### src/rtl/coh_vc_pkg.sv
package coh_vc_pkg;
    localparam int NUM_VC = 3;
    localparam int VC_W   = 2;

    typedef enum logic [1:0] {
        KIND_REQ_HOME   = 2'd0,
        KIND_HOME_REPLY = 2'd1,
        KIND_HOME_FWD   = 2'd2,
        KIND_OWNER_RPL  = 2'd3
    } msg_kind_e;

    function automatic logic [VC_W-1:0] lane_of(input logic [1:0] kind);
        case (kind)
            KIND_REQ_HOME:   return 2'd0;
            KIND_HOME_REPLY,
            KIND_HOME_FWD:   return 2'd1;
            default:         return 2'd2;
        endcase
    endfunction
endpackage

### src/rtl/coh_vc_fifo.sv
module coh_vc_fifo #(
    parameter int W     = 16,
    parameter int DEPTH = 4
) (
    input  logic         clk,
    input  logic         rst_n,
    input  logic         push,
    input  logic [W-1:0] din,
    input  logic         pop,
    output logic [W-1:0] dout,
    output logic         empty,
    output logic         full
);
    localparam int AW = (DEPTH > 1) ? $clog2(DEPTH) : 1;
    localparam logic [AW:0] FULL_CNT = (AW+1)'(DEPTH);

    typedef struct packed {
        logic [DEPTH-1:0][W-1:0] mem;
        logic [AW-1:0]           wr;
        logic [AW-1:0]           rd;
        logic [AW:0]             cnt;
    } fifo_st_t;

    fifo_st_t st_d, st_q;
    logic do_push, do_pop;

    assign empty = (st_q.cnt == '0);
    assign full  = (st_q.cnt == FULL_CNT);
    assign dout  = st_q.mem[st_q.rd];

    always_comb begin
        st_d    = st_q;
        do_push = push && !full;
        do_pop  = pop && !empty;
        if (do_push) begin
            st_d.mem[st_q.wr] = din;
            st_d.wr           = st_q.wr + AW'(1);
        end
        if (do_pop) begin
            st_d.rd = st_q.rd + AW'(1);
        end
        case ({do_push, do_pop})
            2'b10:   st_d.cnt = st_q.cnt + (AW+1)'(1);
            2'b01:   st_d.cnt = st_q.cnt - (AW+1)'(1);
            default: st_d.cnt = st_q.cnt;
        endcase
    end

    always_ff @(posedge clk) begin
        if (!rst_n) st_q <= '0;
        else        st_q <= st_d;
    end

    // writers must respect the full flag (tx gating, rx credits)
    a_r2_no_overflow: assert property (@(posedge clk) disable iff (!rst_n)
        push |-> !full);
    // count stays within depth
    a_r6_count_bound: assert property (@(posedge clk) disable iff (!rst_n)
        st_q.cnt <= FULL_CNT);
endmodule

### src/rtl/coh_vc_credit.sv
module coh_vc_credit #(
    parameter int MAX = 2
) (
    input  logic clk,
    input  logic rst_n,
    input  logic ret,
    input  logic take,
    output logic avail
);
    localparam int CW = $clog2(MAX + 1);
    localparam logic [CW-1:0] MAX_CNT = CW'(MAX);

    typedef struct packed {
        logic [CW-1:0] cnt;
    } cred_st_t;

    cred_st_t st_d, st_q;

    assign avail = (st_q.cnt != '0);

    always_comb begin
        st_d = st_q;
        case ({ret, take})
            2'b10:   st_d.cnt = st_q.cnt + CW'(1);
            2'b01:   st_d.cnt = st_q.cnt - CW'(1);
            default: st_d.cnt = st_q.cnt;
        endcase
    end

    always_ff @(posedge clk) begin
        if (!rst_n) st_q.cnt <= MAX_CNT;
        else        st_q     <= st_d;
    end

    // a flit is never sent on an empty credit counter
    a_r5_no_underflow: assert property (@(posedge clk) disable iff (!rst_n)
        take |-> st_q.cnt != '0);
    // returns never push the count above its initial value
    a_r5_no_overflow: assert property (@(posedge clk) disable iff (!rst_n)
        (ret && !take) |-> st_q.cnt != MAX_CNT);
endmodule

### src/rtl/coh_vc_arb.sv
module coh_vc_arb #(
    parameter int N = 3
) (
    input  logic [N-1:0] req,
    output logic [N-1:0] grant
);
    // Highest index wins: the last matching iteration overrides
    always_comb begin
        grant = '0;
        for (int i = 0; i < N; i++) begin
            if (req[i]) begin
                grant    = '0;
                grant[i] = 1'b1;
            end
        end
    end
endmodule

### src/rtl/coh_vc_link.sv
module coh_vc_link #(
    parameter int W       = 16,
    parameter int DEPTH   = 4,
    parameter int CREDITS = 2
) (
    input  logic                             clk,
    input  logic                             rst_n,
    input  logic                             tx_valid,
    input  logic [1:0]                       tx_kind,
    input  logic [W-1:0]                     tx_payload,
    output logic                             tx_ready,
    output logic                             link_valid,
    output logic [1:0]                       link_vc,
    output logic [W-1:0]                     link_payload,
    input  logic [2:0]                       credit_ret,
    input  logic                             rx_link_valid,
    input  logic [1:0]                       rx_link_vc,
    input  logic [W-1:0]                     rx_link_payload,
    output logic [2:0]                       rx_valid,
    output logic [3*W-1:0]                   rx_data,
    input  logic [2:0]                       rx_pop
);
    import coh_vc_pkg::*;

    typedef struct packed {
        logic            valid;
        logic [VC_W-1:0] vc;
        logic [W-1:0]    payload;
    } link_st_t;

    link_st_t lk_d, lk_q;

    logic [VC_W-1:0]   tx_lane;
    logic [NUM_VC-1:0] tx_push, tx_full, tx_empty, has_cred, eligible, grant;
    logic [NUM_VC:0]   full_pad;
    logic [W-1:0]      tx_head [NUM_VC];
    logic [NUM_VC-1:0] rx_push, rx_full, rx_empty;

    assign tx_lane  = lane_of(tx_kind);
    assign full_pad = {1'b1, tx_full};
    assign tx_ready = !full_pad[tx_lane];

    for (genvar g = 0; g < NUM_VC; g++) begin : g_lane
        assign tx_push[g]  = tx_valid && tx_ready && (tx_lane == VC_W'(g));
        assign eligible[g] = !tx_empty[g] && has_cred[g];

        coh_vc_fifo #(.W(W), .DEPTH(DEPTH)) u_txq (
            .clk   (clk),
            .rst_n (rst_n),
            .push  (tx_push[g]),
            .din   (tx_payload),
            .pop   (grant[g]),
            .dout  (tx_head[g]),
            .empty (tx_empty[g]),
            .full  (tx_full[g])
        );

        coh_vc_credit #(.MAX(CREDITS)) u_cred (
            .clk   (clk),
            .rst_n (rst_n),
            .ret   (credit_ret[g]),
            .take  (grant[g]),
            .avail (has_cred[g])
        );

        assign rx_push[g] = rx_link_valid && (rx_link_vc == VC_W'(g));

        coh_vc_fifo #(.W(W), .DEPTH(DEPTH)) u_rxq (
            .clk   (clk),
            .rst_n (rst_n),
            .push  (rx_push[g]),
            .din   (rx_link_payload),
            .pop   (rx_pop[g]),
            .dout  (rx_data[g*W +: W]),
            .empty (rx_empty[g]),
            .full  (rx_full[g])
        );

        assign rx_valid[g] = !rx_empty[g];
    end

    coh_vc_arb #(.N(NUM_VC)) u_arb (
        .req   (eligible),
        .grant (grant)
    );

    always_comb begin
        lk_d         = '0;
        lk_d.valid   = |grant;
        for (int i = 0; i < NUM_VC; i++) begin
            if (grant[i]) begin
                lk_d.vc      = VC_W'(i);
                lk_d.payload = tx_head[i];
            end
        end
    end

    always_ff @(posedge clk) begin
        if (!rst_n) lk_q <= '0;
        else        lk_q <= lk_d;
    end

    assign link_valid   = lk_q.valid;
    assign link_vc      = lk_q.vc;
    assign link_payload = lk_q.payload;

    // one lane on the wire per cycle
    a_r11_single_grant: assert property (@(posedge clk) disable iff (!rst_n)
        $onehot0(grant));
    // granted lane has data and credit
    a_r4_grant_eligible: assert property (@(posedge clk) disable iff (!rst_n)
        (grant & ~(~tx_empty & has_cred)) == '0);
    // link is not left idle while some lane is eligible
    a_r4_no_idle: assert property (@(posedge clk) disable iff (!rst_n)
        (!tx_empty[0] && has_cred[0]) |-> (grant != '0));
    // lane 0 only wins when neither higher lane is eligible
    a_r3_priority: assert property (@(posedge clk) disable iff (!rst_n)
        grant[0] |-> !(!tx_empty[2] && has_cred[2]) && !(!tx_empty[1] && has_cred[1]));
    // a grant shows up on the link in the next cycle
    a_r7_link_follows: assert property (@(posedge clk) disable iff (!rst_n)
        (grant != '0) |=> link_valid);
    // tag 3 reaches no receive queue
    a_r9_drop_tag3: assert property (@(posedge clk) disable iff (!rst_n)
        (rx_link_valid && rx_link_vc == 2'd3) |-> rx_push == '0);
    // an accepted message never lands in a full queue
    a_r2_ready_gate: assert property (@(posedge clk) disable iff (!rst_n)
        (tx_push & tx_full) == '0);
endmodule

### config.mk
export PLATFORM = sky130hd
export DESIGN_NAME = coh_vc_link
export DESIGN_NICKNAME = d
export VERILOG_FILES = /design/src/rtl/coh_vc_pkg.sv /design/src/rtl/coh_vc_fifo.sv /design/src/rtl/coh_vc_credit.sv /design/src/rtl/coh_vc_arb.sv /design/src/rtl/coh_vc_link.sv
export SDC_FILE = /design/constraint.sdc
export NUM_CORES = 1
export LEC_CHECK = 0
export BUFFER_PORTS_ARGS = -buffer_cell sky130_fd_sc_hd__buf_2
export CAP_MARGIN = 30
export CORE_MARGIN = 2
export CORE_UTILIZATION = 60
export DETAILED_ROUTE_END_ITERATION = 10
export GPL_TIMING_DRIVEN = 0
export PLACE_DENSITY_LB_ADDON = 0.12
export SYNTH_ARGS = -nofsm -noshare
export SYNTH_HDL_FRONTEND = slang
export SYNTH_SLANG_ARGS = --single-unit
export TNS_END_PERCENT = 1
### constraint.sdc
create_clock -name clk -period 3.6 [get_ports clk]
set_input_delay 0.54 -clock clk [delete_from_list [all_inputs] [get_ports clk]]
set_output_delay 0.54 -clock clk [all_outputs]
set_load 0.02 [all_outputs]
; Yosys cells after proc, flatten, opt, wreduce, memory -nomap -nowiden
; Index checks and enable logic that the tools add are counted.
[totals]
reg_bits = 451
in_bits = 46
output_inout_bits = 71
elab_cells = 242
[op_classes]
addsub = 30
magnitude_cmp = 19
eq_ne = 30
n_mux = 48
bitwise_logic = 1
reduce_logical = 65
[op_table]
columns = operator, count
row1 = $bwmux 64, 6
row2 = $mux 16, 13
row3 = $bmux 16 s2, 6
row4 = $demux 16 s2, 6
row5 = $lt 2x3->1 const B, 13
row6 = $mux 18, 2
row7 = $pmux 3 s2, 6
row8 = $add 2x1->2 const B, 15
row9 = $logic_and 1x1->1, 28
row10 = $eq 2x1->1 const B, 12
row11 = $eq 2x2->1 const B, 12
row12 = $reduce_bool 2->1, 12
row13 = $add 3x1->3 const B, 6
row14 = $eq 3x3->1 const B, 6
row15 = $logic_not 3->1, 6
row16 = $sub 3x1->3 const B, 6
row17 = $pmux 2 s2, 4
row18 = $logic_not 1->1, 13
row19 = $ge 2x1->1 const B, 6
row20 = $logic_not 2->1, 3
row21 = $sub 2x1->2 const B, 3
row22 = $reduce_or 2->1, 2
row23 = $mux 3, 1
row24 = $reduce_or 3->1, 1
row25 = other kinds (4), 5

; Longest topological paths before layout
[depth]
depth_word = 11
depth_mapped = 11
ltp_nobuf = 11

; Cells and area by module
; Synthesis repeated with hierarchy kept, for this count alone.
[hier_totals]
hier_cells = 1895
area_unflattened_um2 = 20068.0
[modules_own_cells]
columns = mod, n_inst, cells_per_inst, area_each_um2, seq_area_each_um2
row1 = coh_vc_fifo, 6, 295, 3136.8, 1421.4
row2 = coh_vc_link, 1, 89, 913.4, 380.4
row3 = coh_vc_credit, 3, 11, 102.6, 40.0
row4 = coh_vc_arb, 1, 3, 26.3, 0.0

; Worst setup path after synthesis
; No wires, ideal clock.
[synth_timing]
path_type = input to register
startpoint = input port tx_kind[0]
endpoint = register g_lane[2].u_txq.st_q[2] in the netlist's numbering
setup_time_ps = 76
arrival_time_ps = 2734
required_time_ps = 3524
slack_ps = 790
path_stages = 11
n_path_buf = 1
cell_sequence = inv_1 ha_1 or3_1 buf_6 nand3_1 ha_1 inv_1 fa_1 xor2_1 or3_1 a21boi_0
[synth_between]
elab_chain_len = 11
elab_cells_between_ends = 16
cone_classes = eq/ne: 5 / mux: 4 / reduce/logical: 7
[synth_rtl]
columns = item, line_no
row1 = start: declaration, coh_vc_link.sv:9  ; input logic [1:0] tx_kind,
row2 = $eq 2x1->1 / $eq 2x2->1 (equally long branches), coh_vc_pkg.sv:13  ; case (kind)
row3 = $reduce_or 2->1, coh_vc_pkg.sv:13
row4 = $pmux 2 s2 (*), coh_vc_pkg.sv:13
row5 = $bmux 1 s2, coh_vc_link.sv:41  ; assign tx_ready = !full_pad[tx_lane];
row6 = $mux 1 (implied by the code), coh_vc_link.sv:41
row7 = $logic_not 1->1, coh_vc_link.sv:41
row8 = $logic_and 1x1->1, coh_vc_link.sv:44  ; assign tx_push[g] = tx_valid && tx_ready && (tx_lane == VC_W'(g));
row9 = $logic_and 1x1->1 (*), coh_vc_link.sv:44
row10 = $logic_and 1x1->1 (*), coh_vc_fifo.sv:33  ; do_push = push && !full;
row11 = $eq 2x1->1 / $eq 2x2->1 (equally long branches), coh_vc_fifo.sv:42  ; case ({do_push, do_pop})
row12 = $pmux 3 s2 / $reduce_bool 2->1 (equally long branches), --
row13 = end signal: assignment, coh_vc_fifo.sv:51  ; else st_q <= st_d;
row14 = end: declaration, coh_vc_fifo.sv:24  ; fifo_st_t st_d, st_q;
; Mark *: on every way between the ends. The rest lies on a longest branch, timed or not. The select of a mux whose other input is x is not followed.
; A chain may end at the register's enable or synchronous reset.

; Final worst setup path
[layout_timing]
startpoint = register g_lane[2].u_rxq.st_q[4] in the netlist's numbering
endpoint = output port rx_data[32]
[layout_between]
elab_chain_len = 2
[layout_rtl]
columns = item, line_no
row1 = start: declaration, coh_vc_fifo.sv:24
row2 = start signal: assignment, coh_vc_fifo.sv:51
row3 = $bmux 16 s2, coh_vc_fifo.sv:29  ; assign dout = st_q.mem[st_q.rd];
row4 = $mux 16 (implied by the code), coh_vc_fifo.sv:29
row5 = end: declaration, coh_vc_link.sv:20  ; output logic [3*W-1:0] rx_data,
; No other way between the ends. The select of a mux whose other input is x is not followed.

==> impl_metrics.yaml <==
routing:
  detail_route.vias_per_cell: 5.565
  firstDrtPassIters: 5
  avgRoutedWirePerCell_microns: 19.26
  drtAntennaViolNets: 0
  drtIter0Drc: 833
  drc_errors: 0
  vias: 13810
  postRouteWirelength_microns: 47800
clock_network:
  htreeDepth: 2
  cts_resized: 0
  numCtsBuffers: 47
  path_clk_slew_ns: 0.06
  cts_tree: "done"
  root_buffer: "clkbuf_16"
  cts_sinks: 451
  postCtsHoldBufs: 0
  postCtsSetupRepairBufs: 0
  cts_buffer_depth: 3
  clk_latency_ns: 0.56
global_route:
  grt_overflow: 0
  antenna_found_initial: 2
  grt_max_degree: 14
  grt_pass1_wl_microns: 76400
  grt_pass1_vias: 14160
  grt_usage: 0.2734
timing:
  rsz0062_at_grt: "false"
  clock_skew_ns: 0.01950
  slew_headroom: 0.3489
  fmax_mhz: 329.0
  slew_violations: 0
  holdWs_ns: 0.2457
  final.setup.tns_ns: 0
  fin_crit_sh: 0.8444
  period_needed_ns: 3.040
  hold_viol: 0
  worst_pin_slew_ns: 0.9766
  setup_viol: 0
placement:
  placement.io_buffers: 116
  gp_congestion: 0.8456
  hpwlAfterDp_microns: 34770
yosys:
  syn_area_per_cell_sq_um: 11.03
  synth-main-ff-cell: "dfxtp_1"
  netlist_instances: 1834
  ys_warn_count: 0
  synth_area_sq_um: 20220
  synth.area.top_cells: "dfxtp_1, mux2i_1, mux4_2"
  syn_nets: 1922
  yosysMostFrequentCell: "dfxtp_1"
  async_flop_share: 0
  synth_seq_cells: 451
  synth_top_area_share: 0.4465
  synth_common_cells: "dfxtp_1, mux2i_1, nand2_1"
  ys_seq_area_frac: 0.4465
  synth_edf_count: 0
  yosysTopAreaCell: "dfxtp_1"
  yosysUniqueCellTypes: 45
setup_path:
  cp_max_fo: 10
  end_kind: "primary output"
  required_ns: 3.06
  critPathKind: "reg2out"
  worstPathArrival_ns: 2.50
  cp-start-kind: "register"
status:
  status: "finished clean"
cells_and_area:
  syn_to_final_growth_pct: 13.17
  drive_above_1_share: 0.1723
  fin_nets: 2087
floorplan:
  num_io_pins: 117
  core_area_sq_um: 33360
  rows: 67
  die_area_sq_um: 35190
  die_y_microns: 187.6
  chipWidth_microns: 187.6
  initial_core_util: 0.6061
power_and_ir_drop:
  powerDensity_nw_per_um2: 557.2
  comb_power_share: 0.201
  p_clk_frac: 0.375
  ir_drop_uv: 413.6
  leakagePower_nw: 10.01
  p_switching_mw: 3.589
  seqPwrFrac: 0.424
  sw_frac_of_total: 0.2814
  intPower_mw: 9.163
worst_hold_path:
  hold_class: "in2reg"
flow_run:
  maxCapViolations: 0
## sequential cells by signal, indices dropped and copies added, names as in the netlist
register / count
g_lane.u_txq.st_q: 213
link_vc: 2
g_lane.u_cred.st_q: 6
g_lane.u_rxq.st_q: 213
link_valid: 1
link_payload: 16
## critical path: stages (launching register included)
cell	delay (ns)
dfxtp_1	0.31
clkbuf_1	0.43
buf_1	0.57
mux4_2	0.46
buf_2	0.19
## through the flow
stage	util	worst slack [ns]	instance area, sq um	cells	power, mW
6_report	0.6859	0.5603	22880	2482	12.75
5_1_grt	0.6858	0.4269	22880	2481	13.28
4_1_cts	0.6857	0.5287	22880	2479	12.82
3_5_place_dp	0.6403	0.5102	21360	2398	8.066
3_3_place_gp	0.6403	0.5533	21360	2398	8.001
2_1_floorplan	-	0.7900	20220	1834	7.422
## power by group through the flow
stage | Combinational, mW | Clock (mW) | Sequential, mW
2_1_floorplan | 1.93 | 0 | 5.50
3_3_place_gp | 2.50 | 0 | 5.50
3_5_place_dp | 2.56 | 0 | 5.50
4_1_cts | 2.58 | 4.84 | 5.40
5_1_grt | 2.80 | 5.05 | 5.43
6_report | 2.57 | 4.78 | 5.41
## routing by layer
layer	global-route usage	vias up	wire, microns	part of all wire
met3	0.03612	91	1782	0.037
li1	-	6680	-	-
met4	0.1033	0	1798	0.038
met1	0.3308	6739	20000	0.42
met2	0.4954	303	24220	0.51
met5	0	-	0	0
## cells by family (layout without fill, tap and decap cells)
group	count (synthesis)	in the layout	synth area share
compound gates	111	111	0.03570
buf+inv	190	387	0.04727
xor+xnor	32	32	0.01386
simple gates	582	582	0.1582
flops	451	451	0.4465
other cells	0	3	0
fa+ha+maj	42	42	0.02821
mux	426	426	0.2703
## cell type report
| class | count | area, sq um |
|---|---|---|
| Multi-Input combinational cell | 1193 | 10240 |
| Clock inverter | 12 | 153.9 |
| Sequential cell | 451 | 9029 |
| Antenna cell | 3 | 7.507 |
| Buffer | 148 | 798.3 |
| Clock buffer | 69 | 1360 |
| Inverter | 42 | 157.7 |
| Fill cell | 2633 | 10480 |
| Tap cell | 448 | 560.5 |
| Timing Repair Buffer | 116 | 580.6 |
## layout by cell type (no fill, tap or decap), types with 9 or more instances in the layout
cell type  count
buf_4         15
xnor2_1       20
clkbuf_16     48
inv_1         42
and3_1        18
o21ai_1       32
dfxtp_1      451
o21ai_0       47
clkbuf_1     108
nor2b_1      197
nand3_1       72
and2_1        35
nand2_1      200
buf_1          9
mux2i_1      330
a221o_1       16
xor2_1        12
or3_1         13
nand3_2       12
ha_1          36
mux4_2        96
buf_2        129
## final timing paths
kind,startpoint,to,slack (ns),cells after the start
max,g_lane[2].u_rxq.st_q[4],rx_data[32],0.56,4
min,tx_payload[11],g_lane[1].u_txq.st_q[34],0.25,3
max reg2reg,g_lane[0].u_txq.st_q[2],g_lane[2].u_txq.st_q[2],0.82,10
min reg2reg,g_lane[1].u_txq.st_q[29],g_lane[1].u_txq.st_q[29],0.45,2
Power figures use the tool's default switching activity.
